### src/rtl/endian_pkg.sv
package endian_pkg;

   typedef enum logic [2:0] {
      ACC_BYTE = 3'd0,
      ACC_HALF = 3'd1,
      ACC_WORD = 3'd2,
      ACC_DBL  = 3'd3,
      ACC_VEC  = 3'd4
   } acc_size_e;

   // log2 of the operand length in bytes
   function automatic int unsigned acc_log2(input acc_size_e s, input int unsigned vec_log2);
      case (s)
         ACC_BYTE: return 0;
         ACC_HALF: return 1;
         ACC_WORD: return 2;
         ACC_DBL:  return 3;
         ACC_VEC:  return vec_log2;
         default:  return 3;
      endcase
   endfunction

endpackage

### src/rtl/endian_mode_reg.sv
module endian_mode_reg (
   input  logic clk,
   input  logic rst_n,
   input  logic sw_wr_en,
   input  logic sw_wr_val,
   input  logic irq_entry,
   input  logic irq_le,
   output logic le_q
);
   always_ff @(posedge clk or negedge rst_n) begin
      if (!rst_n)
         le_q <= 1'b0;
      else if (irq_entry)
         le_q <= irq_le;
      else if (sw_wr_en)
         le_q <= sw_wr_val;
   end
endmodule

### src/rtl/endian_lane_xor.sv
module endian_lane_xor
   import endian_pkg::*;
#(
   parameter int unsigned LANE_BITS = 3,
   parameter int unsigned VEC_LOG2  = 4
) (
   input  acc_size_e             size,
   input  logic                  xlate_en,
   input  logic [LANE_BITS-1:0]  lo_in,
   output logic [LANE_BITS-1:0]  lo_out
);
   int unsigned          len_lg;
   logic [LANE_BITS-1:0] flip;

   always_comb begin
      len_lg = acc_log2(size, VEC_LOG2);
      if (len_lg > LANE_BITS) len_lg = LANE_BITS;
      for (int i = 0; i < LANE_BITS; i++)
         flip[i] = (i >= len_lg);
      lo_out = xlate_en ? (lo_in ^ flip) : lo_in;
   end
endmodule

### src/rtl/endian_align_chk.sv
module endian_align_chk
   import endian_pkg::*;
#(
   parameter int unsigned LANE_BITS   = 3,
   parameter int unsigned VEC_LOG2    = 4,
   parameter bit          VEC_NATURAL = 1'b1,
   localparam int unsigned VEC_AL     = VEC_NATURAL ? VEC_LOG2 : LANE_BITS,
   localparam int unsigned CHK_BITS   = (VEC_AL > LANE_BITS) ? VEC_AL : LANE_BITS
) (
   input  acc_size_e            size,
   input  logic [CHK_BITS-1:0]  lo_addr,
   output logic                 misaligned
);
   int unsigned al_lg;

   always_comb begin
      al_lg      = acc_log2(size, VEC_AL);
      misaligned = 1'b0;
      for (int i = 0; i < CHK_BITS; i++)
         if (i < al_lg && lo_addr[i]) misaligned = 1'b1;
   end
endmodule

### src/rtl/le_addr_munger.sv
module le_addr_munger
   import endian_pkg::*;
#(
   parameter int unsigned ADDR_W      = 32,
   parameter int unsigned BUS_BYTES   = 8,
   parameter int unsigned VEC_BYTES   = 16,
   parameter bit          VEC_NATURAL = 1'b1
) (
   input  logic              clk,
   input  logic              rst_n,
   input  logic              req_valid,
   input  logic [ADDR_W-1:0] req_addr,
   input  logic [2:0]        req_size,
   input  logic              req_walk,
   input  logic              mode_wr_en,
   input  logic              mode_wr_val,
   input  logic              irq_le,
   input  logic              irq_entry,
   output logic              bus_valid,
   output logic [ADDR_W-1:0] bus_addr,
   output logic              align_fault,
   output logic              le_active
);
   localparam int unsigned LANE_BITS = $clog2(BUS_BYTES);
   localparam int unsigned VEC_LOG2  = $clog2(VEC_BYTES);
   localparam int unsigned VEC_AL    = VEC_NATURAL ? VEC_LOG2 : LANE_BITS;
   localparam int unsigned CHK_BITS  = (VEC_AL > LANE_BITS) ? VEC_AL : LANE_BITS;

   generate
      if (BUS_BYTES < 8 || (BUS_BYTES & (BUS_BYTES - 1)) != 0) begin : g_bad_bus
         $error("BUS_BYTES must be a power of two of at least 8");
      end
      if (VEC_BYTES < BUS_BYTES || (VEC_BYTES & (VEC_BYTES - 1)) != 0) begin : g_bad_vec
         $error("VEC_BYTES must be a power of two not below BUS_BYTES");
      end
      if (ADDR_W <= CHK_BITS) begin : g_bad_aw
         $error("ADDR_W too narrow for the alignment check");
      end
   endgenerate

   acc_size_e             size_e;
   logic                  le_q;
   logic                  xlate_en;
   logic                  misal;
   logic                  fault_now;
   logic                  issue_now;
   logic [LANE_BITS-1:0]  lo_munged;

   assign size_e = acc_size_e'(req_size);

   endian_mode_reg u_mode (
      .clk       (clk),
      .rst_n     (rst_n),
      .sw_wr_en  (mode_wr_en),
      .sw_wr_val (mode_wr_val),
      .irq_entry (irq_entry),
      .irq_le    (irq_le),
      .le_q      (le_q)
   );

   assign xlate_en = le_q & ~req_walk;

   endian_lane_xor #(.LANE_BITS(LANE_BITS), .VEC_LOG2(VEC_LOG2)) u_xor (
      .size     (size_e),
      .xlate_en (xlate_en),
      .lo_in    (req_addr[LANE_BITS-1:0]),
      .lo_out   (lo_munged)
   );

   endian_align_chk #(
      .LANE_BITS   (LANE_BITS),
      .VEC_LOG2    (VEC_LOG2),
      .VEC_NATURAL (VEC_NATURAL)
   ) u_align (
      .size       (size_e),
      .lo_addr    (req_addr[CHK_BITS-1:0]),
      .misaligned (misal)
   );

   assign fault_now = req_valid & xlate_en & misal;
   assign issue_now = req_valid & ~fault_now;

   always_ff @(posedge clk or negedge rst_n) begin
      if (!rst_n) begin
         bus_valid   <= 1'b0;
         align_fault <= 1'b0;
         bus_addr    <= '0;
      end else begin
         bus_valid   <= issue_now;
         align_fault <= fault_now;
         if (issue_now)
            bus_addr <= {req_addr[ADDR_W-1:LANE_BITS], lo_munged};
      end
   end

   assign le_active = le_q;

endmodule

### config.mk
export PLATFORM = sky130hd
export DESIGN_NAME = le_addr_munger
export DESIGN_NICKNAME = d
export VERILOG_FILES = /design/src/rtl/endian_pkg.sv /design/src/rtl/endian_mode_reg.sv /design/src/rtl/endian_lane_xor.sv /design/src/rtl/endian_align_chk.sv /design/src/rtl/le_addr_munger.sv
export SDC_FILE = /design/constraint.sdc
export NUM_CORES = 1
export LEC_CHECK = 0
export BUFFER_PORTS_ARGS = -buffer_cell sky130_fd_sc_hd__buf_4
export CORE_MARGIN = 5
export CORE_UTILIZATION = 40
export CTS_CLUSTER_DIAMETER = 30
export DETAILED_ROUTE_END_ITERATION = 8
export PLACE_DENSITY = 0.72
export SYNTH_ARGS = -nofsm -noshare
export SYNTH_HDL_FRONTEND = slang
export SYNTH_SLANG_ARGS = --single-unit
### constraint.sdc
create_clock -name clk -period 1.55 [get_ports clk]
set_input_delay 0.155 -clock clk [delete_from_list [all_inputs] [get_ports clk]]
set_output_delay 0.155 -clock clk [all_outputs]
set_load 0.1 [all_outputs]
==> impl_metrics.csv, run 1 <==
group,metric,value,unit
floorplanning,start_util,41.76,%
clocking,clockRootBuffer,"clkbuf_8",
global_routing,grt_max_degree,36,
sta,whs,0.06750,ns
floorplanning,fp-row-count,22,
logic_synthesis,synth_top_area_share,56.86,%
sta,worst_pin_slew,0.4251,ns
clocking,cts_tree,"built",
sta,hold_viol,0,
final_layout,final_cell_count_no_fill,225,
pwr,leakagePower,1.221,nW
final_layout,fin_area,2337,um2
final_layout,drive_gt1_share,70.62,%
sta,slew_headroom,71.66,%
logic_synthesis,seq_area_frac_synth,56.86,%
logic_synthesis,ys.warnings.count,0,
sta,period_needed,1.529,ns
run,cap_violations,0,
floorplanning,die_h,72.05,um
final_layout,syn_to_final_growth,51.75,%
global_routing,grt.total_usage,14.46,%
hold_path,hold_class,"input pin to flop",
pwr,vdd_drop_max,825.7,uV
routing,dr.pass1.iters,4,
logic_synthesis,yosysUniqueCellTypes,21,
floorplanning,dieArea,5191,um2
routing,dr_total_vias,1076,
setup_path,worstPathCellList,"nand2b_4 -> nand4b_4 -> o211ai_4 -> clkbuf_16 -> mux2_4",
placed_design,dp_cells,216,
final_layout,n_fill_cell,294,
floorplanning,core-area,3689,um2
logic_synthesis,synth.avg_cell_area,16.93,um2
final_layout,final_nets,220,
global_routing,grt_pass1_wl,5816,um
setup_path,cp.arrival,1.69,ns
final_layout,insertedDiodeCount,0,
setup_path,path_max_fanout,12,
routing,vias_per_cell,4.782,
clocking,clk_latency,0.27,ns
routing,totalWireLength,3620,um
sta,final.period_utilization,98.68,%
sta,tns,0,ns
routing,ant_nets,0,
clocking,clkTransAtPathRegs,0.06,ns
clocking,postCtsSetupBuffers,0,
placed_design,place.gp.congestion,0.8210,
logic_synthesis,netlist_instances,91,
status,status,"finished clean",
clocking,numCtsBuffers,5,
global_routing,first_global_vias,1198,
routing,drcViolationCount,0,
logic_synthesis,synthTopCellsByArea,"dfrtp_1 57%, mux2_4 28%, buf_6 2.2%",
routing,drtIter0Drc,26,
logic_synthesis,synth_seq_cells,35,
setup_path,critPathKind,"flop to flop",
setup_path,worstPathRequired,1.71,ns
sta,rsz0062_at_grt,"yes",
floorplanning,io_pins,78,
placed_design,place_area,2200,um2
pwr,powerDensity,1490,nW/um2
logic_synthesis,syn_nets,134,
clocking,cts.path.max_buffers,2,
placed_design,io_buffers,77,
sta,setup_viol,0,
sta,fin_worst_skew,0.001823,ns
global_routing,grt-ovfl-total,0,
setup_path,crit_slowest_cell,"dfrtp_4",
setup_path,startpoint_type,"flop",
setup_path,max_stage_delay,0.44,ns
placed_design,dp_slack,-0.06674,ns
clocking,clock_sinks,35,
placed_design,dp.final_hpwl,2683,um
setup_path,cp-end-kind,"flop",
floorplanning,die_w,72.05,um
logic_synthesis,mappedNetlistArea,1540,um2
routing,wire_per_inst,16.09,um
sta,slew_violations,0,
sta,worst_slack,0.02051,ns
logic_synthesis,yosysTopAreaCell,"dfrtp_1",
global_routing,antenna_found_initial,0,
sta,max_freq,0.6538,GHz
clocking,htreeDepth,2,
==> metal layers <==
| metal | vias to the layer above | share of wire (%) | GRT usage, % |
|---|---|---|---|
| li1 | 496 | - | - |
| met2 | 60 | 48 | 23.27 |
| met1 | 520 | 40 | 17.35 |
| met4 | 0 | 0 | 3.132 |
| met5 | - | 0 | 0 |
| met3 | 0 | 12 | 7.479 |
==> registers in the layout, summed over array words and instances (netlist names) <==
register	flops
align_fault	1
bus_addr	32
bus_valid	1
u_mode.le_q	1
==> worst paths after layout <==
check	from	end	slack, ns	depth (start not counted)
worst max-delay path	u_mode.le_q	bus_addr[22]	0.02	5
worst min-delay path	irq_entry	u_mode.le_q	0.07	2
worst max register to register	u_mode.le_q	bus_addr[22]	0.02	5
worst min register to register	bus_addr[15]	bus_addr[15]	0.51	1
max in group asynchronous	rst_n	u_mode.le_q	0.86	2
min in group asynchronous	rst_n	bus_addr[9]	0.36	2
==> timing repair <==
action	4_1_cts	5_1_grt
hold buffers	1	0
setup endpoints to repair	0	13
endpoints found under the hold margin	35	0
resized for setup	0	4
==> cells in the final DEF (no fill, tap or decap), drive strengths merged, types with 2 or more instances in the layout <==
master	n
buf	80
xor2	3
a211oi	2
dfrtp	35
clkbuf	7
mux2	32
inv	2
==> logic make-up after synthesis <==
family / count (synthesis) / synth area share [%]
buffers and inverters: 5 / 2.681
and+or+nand+nor: 9 / 3.981
muxes: 33 / 31.11
xor gates and xnor gates: 3 / 1.706
DFF: 35 / 56.86
AOI/OAI and AO/OA: 6 / 3.655
==> through the flow <==
stage / power [mW] / utilization [%]
6_report: 3.483 / 63.37
5_1_grt: 3.617 / 63.37
4_1_cts: 3.503 / 62.28
3_5_place_dp: 2.850 / 59.63
3_3_place_gp: 2.826 / 59.63
2_1_floorplan: 2.443 / -
==> cells in the mapped netlist <==
library cell	n
xor2_1	3
a211oi_1	2
nand2_1	1
a211o_1	1
nor4_1	1
or2_2	1
nand3_1	1
mux2i_1	1
mux2_2	3
nand2b_1	1
nand4b_2	1
nor3b_1	1
inv_1	2
buf_6	3
nor3_1	1
o211ai_4	1
or3_1	1
mux2_4	29
o21ai_0	1
dfrtp_1	35
o22ai_1	1
==> cell type report <==
type                       count  area (um2)  share of cell area (%)
clock buffer                   6       82.58                   3.533
inverter                       2       7.507                  0.3212
multi-input combinational     51       650.6                   27.84
sequential                    35       879.6                   37.63
timing repair buffer          82       651.9                   27.89
clock inverter                 1       5.005                  0.2141
tap                           48       60.06                   2.570
==> where the power goes <==
group | leakage [nW] | internal (mW) | switching (mW)
registers | 0.411 | 1.05 | 0.0832
logic | 0.763 | 0.479 | 1.23
clock network | 0.0470 | 0.348 | 0.286
==> critical path: cells and delay by family, from the launching register on <==
| family | cells | cell delay (ns) |
|---|---|---|
| compound gates | 1 | 0.14 |
| buf+inv | 1 | 0.25 |
| flops | 1 | 0.44 |
| mux | 1 | 0.30 |
| simple gates | 2 | 0.28 |
(Power assumes the default switching activity.)
==> run 2, diff against run 1 <==
--- a/config.mk
+++ b/config.mk
@@ -6,11 +6,10 @@
 export NUM_CORES = 1
 export LEC_CHECK = 0
 export BUFFER_PORTS_ARGS = -buffer_cell sky130_fd_sc_hd__buf_4
-export CORE_MARGIN = 5
-export CORE_UTILIZATION = 40
+export CORE_UTILIZATION = 45
 export CTS_CLUSTER_DIAMETER = 30
 export DETAILED_ROUTE_END_ITERATION = 8
-export PLACE_DENSITY = 0.72
+export PLACE_DENSITY = 0.77
 export SYNTH_ARGS = -nofsm -noshare
 export SYNTH_HDL_FRONTEND = slang
 export SYNTH_SLANG_ARGS = --single-unit
==> constraint.sdc (replaced) <==
create_clock -name clk -period 1.72 [get_ports clk]
set_input_delay 0.172 -clock clk [delete_from_list [all_inputs] [get_ports clk]]
set_output_delay 0.172 -clock clk [all_outputs]
set_load 0.1 [all_outputs]
==> run 2 against run 1 <==
  * Global-route usage grew 2.6 points
  * Routed wire length fell by 16%
  * Sequential power fell by 11%
  * Register-to-register slack improved by 0.19 ns
  * Die area fell by 29%
  * Combinational power down 11%
  * Final cell count shrank 2.2%
  * Critical path depth stayed put
  * Maximum frequency up 1.2%
  * Worst hold slack lost 0.038 ns
  * Flip-flop and latch count stayed put
  * Largest power group unchanged
  * Design area fell by 2.4%
==> impl_metrics.csv, run 2 (same netlist as run 1, synthesis figures left out) <==
group,metric,value,unit
floorplanning,core-area,3153,um2
final_layout,layout_common_cells,"77 x buf_4, 34 x dfrtp_1, 29 x mux2_4",
clocking,htreeDepth,2,
placed_design,dp_slack,0.1144,ns
pwr,leakagePower,1.184,nW
clocking,clockRootBuffer,"clkbuf_4",
routing,wire_per_inst,13.89,um
final_layout,syn_to_final_growth,48.17,%
global_routing,first_global_vias,1018,
routing,dr.pass1.iters,3,
clocking,clk_latency,0.33,ns
run,cap_violations,0,
sta,setup_viol,0,
pwr,powerDensity,1333,nW/um2
setup_path,r2r-start,"u_mode.le_q",
setup_path,startpoint_type,"flop",
routing,totalWireLength,3055,um
final_layout,insertedDiodeCount,0,
sta,final.period_utilization,87.91,%
setup_path,worstPathRequired,1.94,ns
final_layout,drive_gt1_share,70.45,%
floorplanning,fp-row-count,20,
global_routing,antenna_found_initial,0,
sta,max_freq,0.6614,GHz
sta,rsz0062_at_grt,"no",
floorplanning,io_pins,78,
sta,period_needed,1.512,ns
clocking,cts_tree,"built",
hold_path,hold_end,"u_mode.le_q",
global_routing,grt_pass1_wl,4478,um
floorplanning,die_h,60.51,um
hold_path,min_from,"irq_entry",
clocking,cts.path.max_buffers,2,
clocking,clkTransAtPathRegs,0.10,ns
global_routing,grt-ovfl-total,0,
placed_design,place.gp.congestion,0.8064,
final_layout,largest_register_ffs,32,
sta,fin_worst_skew,0.003381,ns
sta,whs,0.02943,ns
setup_path,path_max_fanout,18,
setup_path,rr_endpoint,"bus_addr[28]",
setup_path,cp-end-kind,"flop",
final_layout,final_common_cell,"buf_4",
final_layout,fin_area,2282,um2
floorplanning,start_util,48.85,%
sta,slew_violations,0,
setup_path,cp.arrival,1.73,ns
routing,drtIter0Drc,24,
clocking,numCtsBuffers,5,
sta,worst_pin_slew,0.4274,ns
setup_path,critPathKind,"flop to flop",
global_routing,grt_max_degree,36,
placed_design,io_buffers,77,
pwr,vdd_drop_max,564.3,uV
placed_design,dp.final_hpwl,2254,um
final_layout,final_nets,218,
sta,hold_viol,0,
sta,worst_slack,0.2080,ns
sta,slew_headroom,71.50,%
setup_path,worst-r2r-setup-slack,0.21,ns
sta,tns,0,ns
routing,vias_per_cell,4.950,
routing,ant_nets,0,
final_layout,largest-register,"bus_addr",
floorplanning,die_w,60.51,um
hold_path,worstHoldPathCells,2,
global_routing,grt.total_usage,17.01,%
routing,dr_total_vias,1089,
routing,drcViolationCount,0,
setup_path,r2r_cells,5,
hold_path,hold_class,"input pin to flop",
floorplanning,dieArea,3661,um2
status,status,"finished clean",
placed_design,place_area,2200,um2
clocking,clock_sinks,35,
==> run 2: cell count changes in the layout (fill, tap and decap cells not counted), sizes merged <==
cell	previous run	this run
clkinvlp	0	1
buf	80	79
clkinv	1	0
==> run 2: cell type report <==
class / count / area, um2
Tap cell: 44 / 55.05
Inverter: 2 / 7.507
Multi-Input combinational cell: 51 / 639.4
Clock buffer: 7 / 65.06
Timing Repair Buffer: 80 / 628.1
Fill cell: 235 / 870.8
Sequential cell: 35 / 879.6
Clock inverter: 1 / 7.507
==> run 2: worst max-delay path by stage <==
stage,slack (ns),endpoint,cells after the start,startpoint
after global placement,0.17,bus_addr[13],6,req_size[0]
after global routing,0.16,bus_addr[13],5,u_mode.le_q
after CTS,0.19,bus_addr[28],5,u_mode.le_q
final,0.21,bus_addr[28],5,u_mode.le_q
after floorplan,0.05,bus_addr[10],5,u_mode.le_q
after detailed placement,0.11,bus_addr[28],6,req_size[0]
==> run 2: timing repair <==
| item | 4_1_cts | 5_1_grt |
|---|---|---|
| gates resized for setup | 0 | 0 |
| endpoints found under the hold margin | 35 | 0 |
| hold buffers | 1 | 0 |
| setup buffers | 0 | 0 |
==> run 2: layer usage <==
| metal | global-route usage [%] | vias up | share of wire (%) |
|---|---|---|---|
| met5 | 0 | - | 0 |
| met1 | 20.14 | 539 | 42 |
| met3 | 6.610 | 4 | 9.7 |
| met4 | 5.844 | 0 | 1.0 |
| li1 | - | 491 | - |
| met2 | 28.41 | 55 | 47 |
==> run 2: critical path, cell delays in order, from the launching register on <==
cell      delay (ns)
dfrtp_4         0.45
nand2b_4        0.09
nand4b_4        0.18
o211ai_4        0.12
buf_12          0.22
mux2_2          0.35
==> run 2: per-stage QoR <==
step	instances	util, %	total power, mW
floorplan	91	-	2.202
global placement	211	69.76	2.543
detailed placement	211	69.76	2.561
CTS	220	72.38	3.070
global route	220	72.38	3.162
finish	220	72.38	3.043
==> run 2: where the power goes <==
part	internal (mW)	switching, mW	total (mW)
clock network	0.239	0.261	0.500
registers	0.947	0.0735	1.02
logic	0.419	1.10	1.52
total	1.60	1.44	3.04
==> run 3, diff against run 2 <==
--- a/config.mk
+++ b/config.mk
@@ -10,6 +10,7 @@
 export CTS_CLUSTER_DIAMETER = 30
 export DETAILED_ROUTE_END_ITERATION = 8
 export PLACE_DENSITY = 0.77
+export SETUP_SLACK_MARGIN = 0.4
 export SYNTH_ARGS = -nofsm -noshare
 export SYNTH_HDL_FRONTEND = slang
 export SYNTH_SLANG_ARGS = --single-unit
==> run 3 against run 2 <==
  * Combinational power is 3% higher
  * Count of clock-buffer cells in the layout is 1 lower
  * Via count rose by 0.92%
  * Critical path depth is the same
  * Clock power is 10% higher
==> impl_metrics.csv, run 3 (same netlist as run 1, synthesis figures left out) <==
group,metric,value,unit
pwr,power.total,3.137,mW
sta,worst_slack,0.2309,ns
setup_path,rr_endpoint,"bus_addr[23]",
clocking,clkTransAtPathRegs,0.10,ns
status,status,"finished clean",
clocking,cts_tree,"built",
clocking,clockRootBuffer,"clkbuf_4",
sta,fin_worst_skew,0.009948,ns
global_routing,grt_max_degree,36,
pwr,switching_share,45.98,%
final_layout,multiInputGateArea,650.6,um2
final_layout,final_nets,223,
routing,dr_total_vias,1099,
final_layout,final_common_cell,"buf_4",
setup_path,r2r_cells,5,
sta,slew_headroom,70.64,%
placed_design,dp_cells,211,
routing,vias_per_cell,4.906,
final_layout,syn_to_final_growth,53.13,%
global_routing,first_global_vias,1139,
floorplanning,die_w,60.51,um
sta,setup_viol,0,
clocking,clk_latency,0.33,ns
hold_path,worstHoldPathCells,2,
floorplanning,start_util,48.85,%
global_routing,grt_pass1_wl,5340,um
routing,wire_per_inst,15.66,um
pwr,powerDensity,1330,nW/um2
run,cap_violations,0,
setup_path,max_stage_delay,0.43,ns
hold_path,hold_class,"input pin to flop",
placed_design,dp_slack,0.08411,ns
sta,worst_pin_slew,0.4404,ns
floorplanning,die_h,60.51,um
routing,drcViolationCount,0,
final_layout,seq_area,879.6,um2
pwr,switching_power,1.442,mW
setup_path,cp-end-kind,"flop",
sta,max_freq,0.6715,GHz
pwr,leakagePower,1.225,nW
sta,final.period_utilization,86.58,%
sta,period_needed,1.489,ns
setup_path,cp.arrival,1.71,ns
pwr,p_int,1.695,mW
setup_path,worst-r2r-setup-slack,0.23,ns
floorplanning,core-area,3153,um2
final_layout,drive_gt1_share,71.11,%
final_layout,utilization,74.80,%
sta,rsz0062_at_grt,"yes",
setup_path,worstSetupEndpoint,"bus_addr[23]",
global_routing,grt-ovfl-total,0,
sta,whs,0.04475,ns
final_layout,n_fill_cell,232,
clocking,numCtsBuffers,5,
setup_path,worstPathCellList,"nand2b_4 -> nand4b_4 -> o211ai_4 -> clkbuf_16 -> mux2_4",
setup_path,startpoint,"u_mode.le_q",
setup_path,crit_slowest_cell,"dfrtp_4",
setup_path,startpoint_type,"flop",
setup_path,critPathKind,"flop to flop",
sta,hold_viol,0,
pwr,clock_power_share,17.6,%
global_routing,antenna_found_initial,0,
floorplanning,io_pins,78,
placed_design,place_area,2187,um2
placed_design,place.gp.congestion,0.7728,
final_layout,largest_register_ffs,32,
pwr,seq_power_share,32.6,%
final_layout,final_cell_count_no_fill,224,
clocking,htreeDepth,2,
clocking,clock_sinks,35,
final_layout,insertedDiodeCount,0,
routing,dr.pass1.iters,2,
sta,tns,0,ns
routing,totalWireLength,3507,um
final_layout,fin_area,2359,um2
final_layout,layout_common_cells,"79 x buf_4, 34 x dfrtp_1, 32 x mux2_4",
setup_path,r2r-start,"u_mode.le_q",
setup_path,worstPathRequired,1.94,ns
routing,ant_nets,0,
clocking,cts.path.max_buffers,2,
placed_design,io_buffers,77,
pwr,combPwrFrac,49.8,%
global_routing,grt.total_usage,20.37,%
floorplanning,dieArea,3661,um2
placed_design,dp.final_hpwl,2438,um
routing,drtIter0Drc,17,
pwr,vdd_drop_max,680.9,uV
setup_path,path_max_fanout,6,
floorplanning,fp-row-count,20,
sta,slew_violations,0,
final_layout,largest-register,"bus_addr",
[run 3: changes by cell type in the layout (fill, tap and decap cells not counted), moves of 2 or more]
| cell | before | now |
|---|---|---|
| clkbuf_8 | 2 | 0 |
| buf_4 | 77 | 79 |
| mux2_2 | 3 | 0 |
| mux2_4 | 29 | 32 |
[run 3: power groups by stage]
stage	sequential [mW]	clock, mW	combinational, mW
after floorplan	1.94	0	0.262
final	1.02	0.552	1.56
after CTS	1.02	0.567	1.55
after detailed placement	1.04	0	1.52
after global routing	1.04	0.606	1.61
after global placement	1.03	0	1.50
[run 3: metal layers]
| layer | track usage, % | part of all wire, % | up-vias |
|---|---|---|---|
| met5 | 0 | 0 | - |
| met4 | 5.844 | 0.74 | 0 |
| met3 | 7.036 | 9.9 | 4 |
| met2 | 35.64 | 50 | 59 |
| met1 | 23.70 | 39 | 530 |
| li1 | - | - | 506 |
[run 3: how the worst min path moves through the flow]
stage	startpoint	end	slack, ns
after floorplan	rst_n	align_fault	-0.12
after global placement	rst_n	bus_addr[11]	0.13
after detailed placement	rst_n	bus_addr[14]	0.15
after CTS	irq_entry	u_mode.le_q	0.03
after global routing	irq_entry	u_mode.le_q	0.03
final	irq_entry	u_mode.le_q	0.04
[run 3: cell type report]
type,instances,area share [%]
Sequential cell,35,37.29
Tap cell,44,2.334
Inverter,2,0.3183
Clock inverter,1,1.273
Multi-Input combinational cell,51,27.59
Clock buffer,6,1.751
Timing Repair Buffer,85,29.44
[run 3: worst max-delay path, delay by kind of cell (launching register included)]
kind                   cells  cell delay [ns]
and+or+nand+nor            2             0.26
DFF                        1             0.43
muxes                      1             0.30
buffers and inverters      1             0.23
AOI/OAI and AO/OA          1             0.17
[run 3: what timing repair did]
item / CTS / global route
hold buffers: 1 / 0
endpoints found under the setup margin: 32 / 33
gates resized for setup: 5 / 5
buffers inserted: 2 / 1
pin swaps: 1 / 0
gates cloned: 1 / 1
endpoints found under the hold margin: 35 / 0
